File: config.mk
export PLATFORM = sky130hd
export DESIGN_NAME = pipe3_hazard_ctrl
export DESIGN_NICKNAME = d
export VERILOG_FILES = /design/src/rtl/hz3_pkg.sv /design/src/rtl/hz3_dep_detect.sv /design/src/rtl/hz3_ex_track.sv /design/src/rtl/hz3_flow_ctrl.sv /design/src/rtl/pipe3_hazard_ctrl.sv
export SDC_FILE = /design/constraint.sdc
export NUM_CORES = 1
export LEC_CHECK = 0
export BUFFER_PORTS_ARGS = -buffer_cell sky130_fd_sc_hd__buf_4
export CAP_MARGIN = 40
export CORE_AREA = 3 3 40 42
export CTS_CLUSTER_SIZE = 14
export DETAILED_ROUTE_END_ITERATION = 6
export DIE_AREA = 0 0 43 45
export GPL_TIMING_DRIVEN = 0
export PLACE_DENSITY = 0.8
export SYNTH_ARGS = -nofsm -noshare
export SYNTH_HDL_FRONTEND = slang
export SYNTH_SLANG_ARGS = --single-unit
File: constraint.sdc
create_clock -name clk -period 2 [get_ports clk]
set_clock_uncertainty 0.1 [all_clocks]
set_input_delay 0 -clock clk [delete_from_list [all_inputs] [get_ports clk]]
set_output_delay 0 -clock clk [all_outputs]
set_load 0.05 [all_outputs]
File: src/rtl/hz3_pkg.sv
package hz3_pkg;

   typedef enum logic [1:0] {
      PCS_SEQ    = 2'd0,
      PCS_HOLD   = 2'd1,
      PCS_TARGET = 2'd2
   } pcsel_e;

   typedef struct packed {
      logic   stall;
      logic   bubble;
      pcsel_e pc;
   } flow_t;

endpackage

File: src/rtl/hz3_dep_detect.sv
module hz3_dep_detect #(
   parameter int REG_AW  = 5,
   parameter int NUM_FWD = 2
) (
   input  logic              clk,
   input  logic              rst_n,
   input  logic              fd_valid,
   input  logic              fd_use_a,
   input  logic [REG_AW-1:0] fd_src_a,
   input  logic              fd_use_b,
   input  logic [REG_AW-1:0] fd_src_b,
   input  logic              ex_valid,
   input  logic [REG_AW-1:0] ex_dst,
   input  logic              ex_writes,
   input  logic              ex_is_load,
   output logic              need_a,
   output logic              need_b,
   output logic              hazard
);

   localparam logic [REG_AW-1:0] ZERO_REG = '0;

   logic producer_live;
   logic hit_a;
   logic hit_b;
   logic load_hit;

   assign producer_live = fd_valid & ex_valid & ex_writes;
   assign hit_a    = producer_live & fd_use_a & (fd_src_a != ZERO_REG) & (ex_dst == fd_src_a);
   assign hit_b    = producer_live & fd_use_b & (fd_src_b != ZERO_REG) & (ex_dst == fd_src_b);
   assign load_hit = ex_is_load & (hit_a | hit_b);

   generate
      if (NUM_FWD == 2) begin : g_two_path
         assign need_a = hit_a & ~ex_is_load;
         assign need_b = hit_b & ~ex_is_load;
         assign hazard = load_hit;
      end else begin : g_one_path
         assign need_a = hit_a & ~ex_is_load;
         assign need_b = 1'b0;
         assign hazard = load_hit | (hit_b & ~ex_is_load);
      end
   endgenerate

   AST_R0_NEVER_BYPASSED: assert property (@(posedge clk) disable iff (!rst_n)
      (fd_src_a == ZERO_REG) |-> !need_a);

   AST_LOAD_NOT_BYPASSED: assert property (@(posedge clk) disable iff (!rst_n)
      ex_is_load |-> !need_a && !need_b);

endmodule

File: src/rtl/hz3_ex_track.sv
module hz3_ex_track #(
   parameter int REG_AW = 5
) (
   input  logic              clk,
   input  logic              rst_n,
   input  logic              bubble,
   input  logic              fd_valid,
   input  logic [REG_AW-1:0] fd_dst,
   input  logic              fd_writes,
   input  logic              fd_is_load,
   input  logic              need_a,
   input  logic              need_b,
   output logic              ex_valid,
   output logic [REG_AW-1:0] ex_dst,
   output logic              ex_writes,
   output logic              ex_is_load,
   output logic              fwd_a,
   output logic              fwd_b
);

   always_ff @(posedge clk or negedge rst_n) begin
      if (!rst_n) begin
         ex_valid   <= 1'b0;
         ex_dst     <= '0;
         ex_writes  <= 1'b0;
         ex_is_load <= 1'b0;
         fwd_a      <= 1'b0;
         fwd_b      <= 1'b0;
      end else if (bubble) begin
         ex_valid   <= 1'b0;
         ex_dst     <= '0;
         ex_writes  <= 1'b0;
         ex_is_load <= 1'b0;
         fwd_a      <= 1'b0;
         fwd_b      <= 1'b0;
      end else begin
         ex_valid   <= fd_valid;
         ex_dst     <= fd_dst;
         ex_writes  <= fd_valid & fd_writes;
         ex_is_load <= fd_valid & fd_is_load;
         fwd_a      <= need_a;
         fwd_b      <= need_b;
      end
   end

   AST_BUBBLE_EMPTIES_EX: assert property (@(posedge clk) disable iff (!rst_n)
      bubble |=> !ex_valid && !fwd_a && !fwd_b);

   AST_BYPASS_HAS_PRODUCER: assert property (@(posedge clk) disable iff (!rst_n)
      (fwd_a || fwd_b) |-> $past(ex_writes && !ex_is_load));

endmodule

File: src/rtl/hz3_flow_ctrl.sv
module hz3_flow_ctrl
   import hz3_pkg::*;
#(
   parameter bit DELAY_SLOT = 1'b0
) (
   input  logic  clk,
   input  logic  rst_n,
   input  logic  hazard,
   input  logic  ex_valid,
   input  logic  ex_br_taken,
   output flow_t flow
);

   logic taken;
   assign taken = ex_valid & ex_br_taken;

   generate
      if (DELAY_SLOT) begin : g_slot
         always_comb begin
            flow.stall  = hazard;
            flow.bubble = hazard;
            if (taken)       flow.pc = PCS_TARGET;
            else if (hazard) flow.pc = PCS_HOLD;
            else             flow.pc = PCS_SEQ;
         end

         AST_SLOT_PROCEEDS: assert property (@(posedge clk) disable iff (!rst_n)
            (flow.pc == PCS_TARGET && !hazard) |-> !flow.bubble);
      end else begin : g_squash
         always_comb begin
            flow.stall  = hazard & ~taken;
            flow.bubble = hazard | taken;
            if (taken)       flow.pc = PCS_TARGET;
            else if (hazard) flow.pc = PCS_HOLD;
            else             flow.pc = PCS_SEQ;
         end

         AST_SQUASH_WINS: assert property (@(posedge clk) disable iff (!rst_n)
            (flow.pc == PCS_TARGET) |-> flow.bubble && !flow.stall);
      end
   endgenerate

endmodule

File: src/rtl/pipe3_hazard_ctrl.sv
module pipe3_hazard_ctrl
   import hz3_pkg::*;
#(
   parameter int REG_AW     = 5,
   parameter int NUM_FWD    = 2,
   parameter bit DELAY_SLOT = 1'b0
) (
   input  logic              clk,
   input  logic              rst_n,
   input  logic              fd_valid,
   input  logic              fd_use_a,
   input  logic [REG_AW-1:0] fd_src_a,
   input  logic              fd_use_b,
   input  logic [REG_AW-1:0] fd_src_b,
   input  logic [REG_AW-1:0] fd_dst,
   input  logic              fd_writes,
   input  logic              fd_is_load,
   input  logic              ex_br_taken,
   output logic              stall,
   output logic              ex_bubble,
   output logic [1:0]        pc_sel,
   output logic              fwd_a,
   output logic              fwd_b
);

   localparam int PCS_W = $bits(pcsel_e);

   generate
      if (NUM_FWD != 1 && NUM_FWD != 2) begin : g_bad_fwd
         $error("NUM_FWD must be 1 or 2");
      end
      if (REG_AW < 1) begin : g_bad_aw
         $error("REG_AW must be at least 1");
      end
      if (PCS_W != 2) begin : g_bad_pcs
         $error("pc select encoding must be two bits");
      end
   endgenerate

   logic              ex_valid;
   logic [REG_AW-1:0] ex_dst;
   logic              ex_writes;
   logic              ex_is_load;
   logic              need_a;
   logic              need_b;
   logic              hazard;
   flow_t             flow;

   hz3_dep_detect #(.REG_AW(REG_AW), .NUM_FWD(NUM_FWD)) u_detect (
      .clk        (clk),
      .rst_n      (rst_n),
      .fd_valid   (fd_valid),
      .fd_use_a   (fd_use_a),
      .fd_src_a   (fd_src_a),
      .fd_use_b   (fd_use_b),
      .fd_src_b   (fd_src_b),
      .ex_valid   (ex_valid),
      .ex_dst     (ex_dst),
      .ex_writes  (ex_writes),
      .ex_is_load (ex_is_load),
      .need_a     (need_a),
      .need_b     (need_b),
      .hazard     (hazard)
   );

   hz3_flow_ctrl #(.DELAY_SLOT(DELAY_SLOT)) u_flow (
      .clk         (clk),
      .rst_n       (rst_n),
      .hazard      (hazard),
      .ex_valid    (ex_valid),
      .ex_br_taken (ex_br_taken),
      .flow        (flow)
   );

   hz3_ex_track #(.REG_AW(REG_AW)) u_track (
      .clk        (clk),
      .rst_n      (rst_n),
      .bubble     (flow.bubble),
      .fd_valid   (fd_valid),
      .fd_dst     (fd_dst),
      .fd_writes  (fd_writes),
      .fd_is_load (fd_is_load),
      .need_a     (need_a),
      .need_b     (need_b),
      .ex_valid   (ex_valid),
      .ex_dst     (ex_dst),
      .ex_writes  (ex_writes),
      .ex_is_load (ex_is_load),
      .fwd_a      (fwd_a),
      .fwd_b      (fwd_b)
   );

   assign stall     = flow.stall;
   assign ex_bubble = flow.bubble;
   assign pc_sel    = flow.pc;

   AST_STALL_SINGLE_CYCLE: assert property (@(posedge clk) disable iff (!rst_n)
      stall |=> !stall);

   AST_STALL_HOLDS_PC: assert property (@(posedge clk) disable iff (!rst_n)
      (stall && pc_sel != PCS_TARGET) |-> pc_sel == PCS_HOLD && ex_bubble);

   AST_EMPTY_EX_NO_REDIRECT: assert property (@(posedge clk) disable iff (!rst_n)
      !ex_valid |-> pc_sel != PCS_TARGET);

   generate
      if (NUM_FWD == 1) begin : g_one_chk
         AST_ONE_PATH_NO_B: assert property (@(posedge clk) disable iff (!rst_n)
            $past(ex_valid && ex_writes) |-> !fwd_b);
      end
   endgenerate

endmodule

==> Flow_metrics.wiki, run 1 <==
{| class="wikitable"
! Metric !! Value
|-
| Violations in the final reports || negative setup slack
|-
| Count of buffers from port buffering || 28
|-
| Worst path setup slack after routing || -139 ps
|-
| Netlist area before placement || 507 sq um
|-
| Initial DRC count || 4
|-
| Post-DP Area || 743 sq um
|-
| Number of buffers added by the clock tree synthesis step || 3
|-
| Nature of the critical path endpoint || output port
|-
| Final hold violations || 0
|-
| Largest net degree at the start of global routing || 11
|-
| Maximum achievable frequency || 467 MHz
|-
| Layout overhead on the synthesized area || 93.8%
|-
| Clock Path Buffers || 2
|-
| Critical path launch point type || flip-flop
|-
| Reg2Reg Setup Slack || -30 ps
|-
| Synth cell types || 18
|-
| CTS root buffer || sky130_fd_sc_hd__clkbuf_4
|-
| Global-route wire length before repair || 2.48 mm
|-
| Main area contributors after synthesis || sky130_fd_sc_hd__dfrtp_1, sky130_fd_sc_hd__xnor2_1, sky130_fd_sc_hd__and3_1
|-
| Antenna diode count || 0
|-
| Outcome || complete, but fails checks
|-
| Final #Nets || 121
|-
| Xor/xnor share of the synthesized area || 13.8%
|-
| Floorplan Core Area || 1280 sq um
|-
| Vias post-DR || 533
|-
| CP Data Arrival Time || 2040 ps
|-
| Count of yosys warnings during synthesis || 0
|-
| Worst skew pair latency || 250 ps
|-
| First-pass detailed-route iteration total || 4
|-
| Adder-Cell Fraction of Synth Area || 0%
|-
| Critical setup path kind || flip-flop to output port
|-
| DRC violations left || 0
|-
| Synth Area in Simple Gates || 24.4%
|-
| Number of top-level pins || 29
|-
| Crit path max fanout || 5
|-
| Synthesized instance count || 49
|-
| HPWL Detailed || 926 microns
|-
| Proportion of synthesized area in mux cells || 0%
|-
| R2R Path Start || u_track.ex_dst[0]
|-
| Setup repair after global routing missed its margin || yes
|-
| Starting density of the core || 39.4%
|-
| Total Power || 0.000524 W
|-
| Initial antenna violation count || 0
|-
| Setup violations, final || 6
|-
| Total detailed-routing wirelength || 1.53 mm
|-
| Die boundary width || 43 microns
|-
| Number of violations of the max-capacitance limit || 0
|-
| Sequential fraction of the synthesis area || 49.4%
|-
| Max-slew violation count || 0
|-
| # rows || 13
|-
| Mean instance size in the synthesized netlist || 10.3 sq um
|-
| Pre-CTS worst setup slack || -24.5 ps
|-
| Reg-to-reg critical path endpoint || u_track.ex_valid
|-
| Antenna-violating nets left || 0
|-
| Pleak || 0.483 nW
|-
| Vias in the first global route || 608
|-
| Most common cell after layout, fill and taps aside || sky130_fd_sc_hd__buf_4
|-
| Final period utilization || 107%
|-
| Endpoint required time on the critical path || 1900 ps
|-
| Power Density || 533 nW/um^2
|-
| Area share of the leading cell type in the synthesized netlist || 49.4%
|-
| Clock tree from TritonCTS || built
|-
| Total Routing Usage GR || 17.5%
|-
| Final core utilization || 76.4%
|-
| Post-route cell area || 982 sq um
|-
| Layout cell share with drive strength beyond 1 || 50.5%
|-
| Slew at the pin closest to its max-slew limit || 330 ps
|-
| Cells after DPL || 92
|-
| Clock-pin slew reported for the worst setup and hold paths after clock tree synthesis || 70 ps
|-
| H-tree depth reported by CTS || 1
|-
| Layout Cells excl Fill || 112
|-
| Average vias per placed instance || 4.76
|-
| Cell type with the highest aggregate area in the netlist || sky130_fd_sc_hd__dfrtp_1
|-
| Remaining global-route overflow || 0
|-
| Commonest cells after routing, fill and taps aside || sky130_fd_sc_hd__buf_4, sky130_fd_sc_hd__dfrtp_1, sky130_fd_sc_hd__dlygate4sd3_1
|-
| Compound-gate portion of the synthesized area || 6.42%
|-
| Clk sinks || 10
|-
| Total of flip-flops plus latches after synthesis || 10
|-
| Hold/Removal Path Class || input port to async pin
|-
| IR Drop Worst-Case VDD || 0.621 mV
|-
| Main combinational cell family by area after synthesis || simple AND/OR/NAND/NOR gates
|-
| Die Area || 1940 sq um
|-
| Cell depth of the worst flop-to-flop path || 9
|-
| Routed length per placed instance || 13.7 microns
|-
| Routability congestion estimate from global placement || 0.829
|-
| Die extent in y || 45 microns
|-
| Clock period minus worst slack || 2140 ps
|-
| Worst-case headroom to the max-slew limit || 77.8%
|-
| Syn_nets || 72
|}
[final cells by class]
type | count | area, sq um
Clock buffer | 4 | 36.3
Inverter | 4 | 15.0
Tap cell | 15 | 18.8
Multi-Input combinational cell | 33 | 283
Fill cell | 88 | 303
Buffer | 2 | 15.0
Sequential cell | 10 | 250
Timing Repair Buffer | 44 | 364
[metrics by stage]
stage,setup TNS [ps],hold slack (ps)
floorplan,0,-396
global placement,-13.9,-271
detailed placement,-24.5,-271
CTS,-197,0.249
global route,-975,1.29
finish,-348,1.17
[where the power goes]
group	total [W]	leakage [nW]	internal, W	switching, W
Sequential	0.000222	0.127	0.000213	0.00000926
Combinational	0.000127	0.335	0.0000734	0.0000531
Clock	0.000175	0.0210	0.000110	0.0000650
Total	0.000524	0.483	0.000396	0.000127
[sequential cells by signal (all words and copies together) (netlist names)]
register and cells:
u_track.ex_writes 1, u_track.ex_valid 1, u_track.ex_is_load 1, u_track.fwd_b 1, u_track.fwd_a 1, u_track.ex_dst 5
[synth_stat cells]
cell                        count
sky130_fd_sc_hd__nor2_1         1
sky130_fd_sc_hd__inv_1          4
sky130_fd_sc_hd__xnor2_1        6
sky130_fd_sc_hd__nand2_1        4
sky130_fd_sc_hd__and4_1         2
sky130_fd_sc_hd__dfrtp_1       10
sky130_fd_sc_hd__o21ai_0        1
sky130_fd_sc_hd__or3_1          1
sky130_fd_sc_hd__a21oi_1        2
sky130_fd_sc_hd__and3_1         6
sky130_fd_sc_hd__nand3_1        1
sky130_fd_sc_hd__or4_4          1
sky130_fd_sc_hd__nor3b_1        2
sky130_fd_sc_hd__o2111ai_1      1
sky130_fd_sc_hd__buf_4          2
sky130_fd_sc_hd__xor2_1         2
sky130_fd_sc_hd__o21ai_2        1
sky130_fd_sc_hd__nor4_1         2
[worst max-delay path: stages (launching register included)]
cell and delay, ps:
sky130_fd_sc_hd__dfrtp_1 380, sky130_fd_sc_hd__or4_4 580, sky130_fd_sc_hd__a21oi_4 190, sky130_fd_sc_hd__nor4_4 70
sky130_fd_sc_hd__o21ai_2 130, sky130_fd_sc_hd__buf_6 130, sky130_fd_sc_hd__nor2_4 30, sky130_fd_sc_hd__buf_4 130
sky130_fd_sc_hd__buf_6 140
[routing by layer]
| metal | share of wire (%) | global-route usage [%] |
|---|---|---|
| met1 | 35 | 18.0 |
| met2 | 58 | 34.7 |
| met3 | 5.2 | 2.79 |
| met4 | 2.5 | 7.83 |
| met5 | 0 | 0 |
[logic make-up (layout without fill, tap and decap cells)]
family	count (synthesis)	in the layout
AOI/OAI and AO/OA	5	5
xor gates and xnor gates	8	8
buffers and inverters	6	54
DFF	10	10
and+or+nand+nor	20	20
[how the worst max path moves through the flow]
| stage | from | cells past startpoint | end |
|---|---|---|---|
| finish | u_track.ex_dst[1] | 8 | pc_sel[0] |
| floorplan | u_track.ex_dst[0] | 6 | pc_sel[0] |
| detailed placement | u_track.ex_dst[0] | 7 | pc_sel[0] |
| global route | u_track.ex_dst[1] | 8 | pc_sel[0] |
| CTS | u_track.ex_dst[0] | 8 | pc_sel[0] |
| global placement | u_track.ex_dst[0] | 7 | pc_sel[0] |
[timing repair]
item / 4_1_cts / 5_1_grt
setup endpoints to repair: 3 / 9
resized for setup: 5 / 6
pin swaps: 3 / 4
endpoints found under the hold margin: 18 / 0
cloned: 0 / 0
hold buffers: 9 / 0
buffers inserted: 6 / 1
Note: power is estimated with default switching activity, not from simulation.
==> run 2: changes to the inputs <==
--- a/config.mk
+++ b/config.mk
@@ -7,12 +7,13 @@
 export LEC_CHECK = 0
 export BUFFER_PORTS_ARGS = -buffer_cell sky130_fd_sc_hd__buf_4
 export CAP_MARGIN = 40
-export CORE_AREA = 3 3 40 42
+export CORE_MARGIN = 3
+export CORE_UTILIZATION = 37
 export CTS_CLUSTER_SIZE = 14
 export DETAILED_ROUTE_END_ITERATION = 6
-export DIE_AREA = 0 0 43 45
 export GPL_TIMING_DRIVEN = 0
-export PLACE_DENSITY = 0.8
+export PLACE_DENSITY = 0.81
+export SLEW_MARGIN = 20
 export SYNTH_ARGS = -nofsm -noshare
 export SYNTH_HDL_FRONTEND = slang
 export SYNTH_SLANG_ARGS = --single-unit
==> constraint.sdc (replaced) <==
create_clock -name clk -period 1.9 [get_ports clk]
set_clock_uncertainty 0.1 [all_clocks]
set_input_delay 0 -clock clk [delete_from_list [all_inputs] [get_ports clk]]
set_output_delay 0 -clock clk [all_outputs]
set_load 0.05 [all_outputs]
==> Flow_metrics.wiki, run 2 (synthesis results as in run 1) <==
{| class="wikitable"
! Metric !! Value
|-
| Clock period minus worst slack || 2120 ps
|-
| Vias post-DR || 518
|-
| Final core utilization || 81.1%
|-
| Maximum achievable frequency || 471 MHz
|-
| Most common cell after layout, fill and taps aside || sky130_fd_sc_hd__buf_4
|-
| Clock tree from TritonCTS || built
|-
| Floorplan Core Area || 1190 sq um
|-
| IR Drop Worst-Case VDD || 0.414 mV
|-
| Worst path setup slack after routing || -225 ps
|-
| Max FFs per register || 5
|-
| Number of violations of the max-capacitance limit || 0
|-
| Capturing element of the worst setup path || pc_sel[0]
|-
| Max-slew violation count || 0
|-
| Fillcell total || 74
|-
| Reg-to-reg critical path endpoint || u_track.ex_writes
|-
| Final #Nets || 121
|-
| Global-route wire length before repair || 2.19 mm
|-
| Cell depth of the worst flop-to-flop path || 7
|-
| Cells after DPL || 91
|-
| Commonest cells after routing, fill and taps aside || sky130_fd_sc_hd__buf_4, sky130_fd_sc_hd__dlygate4sd3_1, sky130_fd_sc_hd__dfrtp_1
|-
| Power Density || 573 nW/um^2
|-
| Register ranked first by flip-flop count || u_track.ex_dst
|-
| HPWL Detailed || 907 microns
|-
| Hold Startpoint || fd_src_a[3]
|-
| Die boundary width || 43.0 microns
|-
| CP Data Arrival Time || 2020 ps
|-
| Die Area || 1850 sq um
|-
| Worst-case headroom to the max-slew limit || 69.9%
|-
| Violations in the final reports || negative setup slack
|-
| Total Routing Usage GR || 15.9%
|-
| Total detailed-routing wirelength || 1.39 mm
|-
| Post-route cell area || 962 sq um
|-
| Largest net degree at the start of global routing || 11
|-
| Setup violations, final || 11
|-
| DRC violations left || 0
|-
| Layout cell share with drive strength beyond 1 || 48.5%
|-
| Crit. Startpoint || u_track.ex_dst[3]
|-
| Number of buffers added by the clock tree synthesis step || 3
|-
| Nature of the critical path endpoint || output port
|-
| Count of buffers from port buffering || 28
|-
| Area of all sequential standard cells || 250 sq um
|-
| Clk sinks || 10
|-
| Clock Path Buffers || 2
|-
| Remaining global-route overflow || 0
|-
| CTS root buffer || sky130_fd_sc_hd__clkbuf_4
|-
| Average vias per placed instance || 4.67
|-
| Vias in the first global route || 539
|-
| Die extent in y || 43.0 microns
|-
| Clock-pin slew reported for the worst setup and hold paths after clock tree synthesis || 70 ps
|-
| Endpoint required time on the critical path || 1800 ps
|-
| Setup TNS Final || -1730 ps
|-
| Outcome || complete, but fails checks
|-
| First-pass detailed-route iteration total || 4
|-
| Post-DP Area || 752 sq um
|-
| Final period utilization || 112%
|-
| Starting density of the core || 42.7%
|-
| Final hold violations || 0
|-
| # rows || 12
|-
| Pleak || 0.479 nW
|-
| Critical setup path kind || flip-flop to output port
|-
| Reg2Reg Setup Slack || -170 ps
|-
| Antenna diode count || 0
|-
| Initial DRC count || 7
|-
| Crit path max fanout || 3
|-
| Critical path launch point type || flip-flop
|-
| Hold/Removal Path Class || input port to flip-flop
|-
| Setup repair after global routing missed its margin || yes
|-
| Initial antenna violation count || 0
|-
| Routability congestion estimate from global placement || 0.813
|-
| H-tree depth reported by CTS || 1
|-
| Antenna-violating nets left || 0
|-
| Routed length per placed instance || 12.6 microns
|-
| Number of top-level pins || 29
|-
| Min Hold Slack || 61.7 ps
|-
| Multi-input combinational cell area || 254 sq um
|-
| Layout overhead on the synthesized area || 89.9%
|-
| Slew at the pin closest to its max-slew limit || 450 ps
|-
| Layout Cells excl Fill || 111
|-
| Worst skew pair latency || 260 ps
|-
| R2R Path Start || u_track.ex_dst[3]
|}
## run 2: metrics by stage
| step | worst slack, ps | total power [W] |
|---|---|---|
| CTS | -223 | 0.000542 |
| floorplan | -3.05 | 0.000283 |
| finish | -225 | 0.000552 |
| global placement | -110 | 0.000332 |
| global route | -316 | 0.000575 |
| detailed placement | -134 | 0.000334 |
## run 2: timing repair
item / in CTS / in global routing
setup endpoints to repair: 11 / 11
setup buffers: 3 / 3
hold endpoints to repair: 18 / 0
hold buffers: 10 / 0
pin swaps: 5 / 3
gates resized for setup: 5 / 2
## run 2: cell type report
type / count / area share (%)
buffer: 2 / 1.95
clock buffer: 4 / 3.77
inverter: 4 / 1.56
multi-input combinational: 33 / 26.4
sequential: 10 / 26.0
tap: 14 / 1.82
timing repair buffer: 44 / 38.5
## run 2: how the worst min path moves through the flow
stage / depth (start not counted) / endpoint
after floorplan: 0 / u_track.ex_dst[0]
after global placement: 1 / u_track.ex_is_load
after detailed placement: 1 / u_track.ex_writes
after CTS: 5 / u_track.fwd_a
after global routing: 5 / u_track.fwd_a
final: 5 / u_track.fwd_a
## run 2: critical path: stages (launching register included)
cell                      delay [ps]
sky130_fd_sc_hd__dfrtp_1         400
sky130_fd_sc_hd__or4_4           560
sky130_fd_sc_hd__a21oi_2         150
sky130_fd_sc_hd__nor4_2           70
sky130_fd_sc_hd__o21ai_2         260
sky130_fd_sc_hd__nor2_4           60
sky130_fd_sc_hd__buf_6           120
sky130_fd_sc_hd__buf_8           140
## run 2: per-layer routing
layer | track usage, % | up-vias | routed length, microns
met5 | 0 | - | 0
met4 | 5.42 | 0 | 0
met3 | 5.08 | 0 | 123
met2 | 27.8 | 24 | 664
met1 | 17.9 | 229 | 606
li1 | - | 265 | -
## run 2: power breakdown
group          switching, W  internal [W]
Clock             0.0000759      0.000116
Sequential       0.00000980      0.000224
Combinational     0.0000484     0.0000778
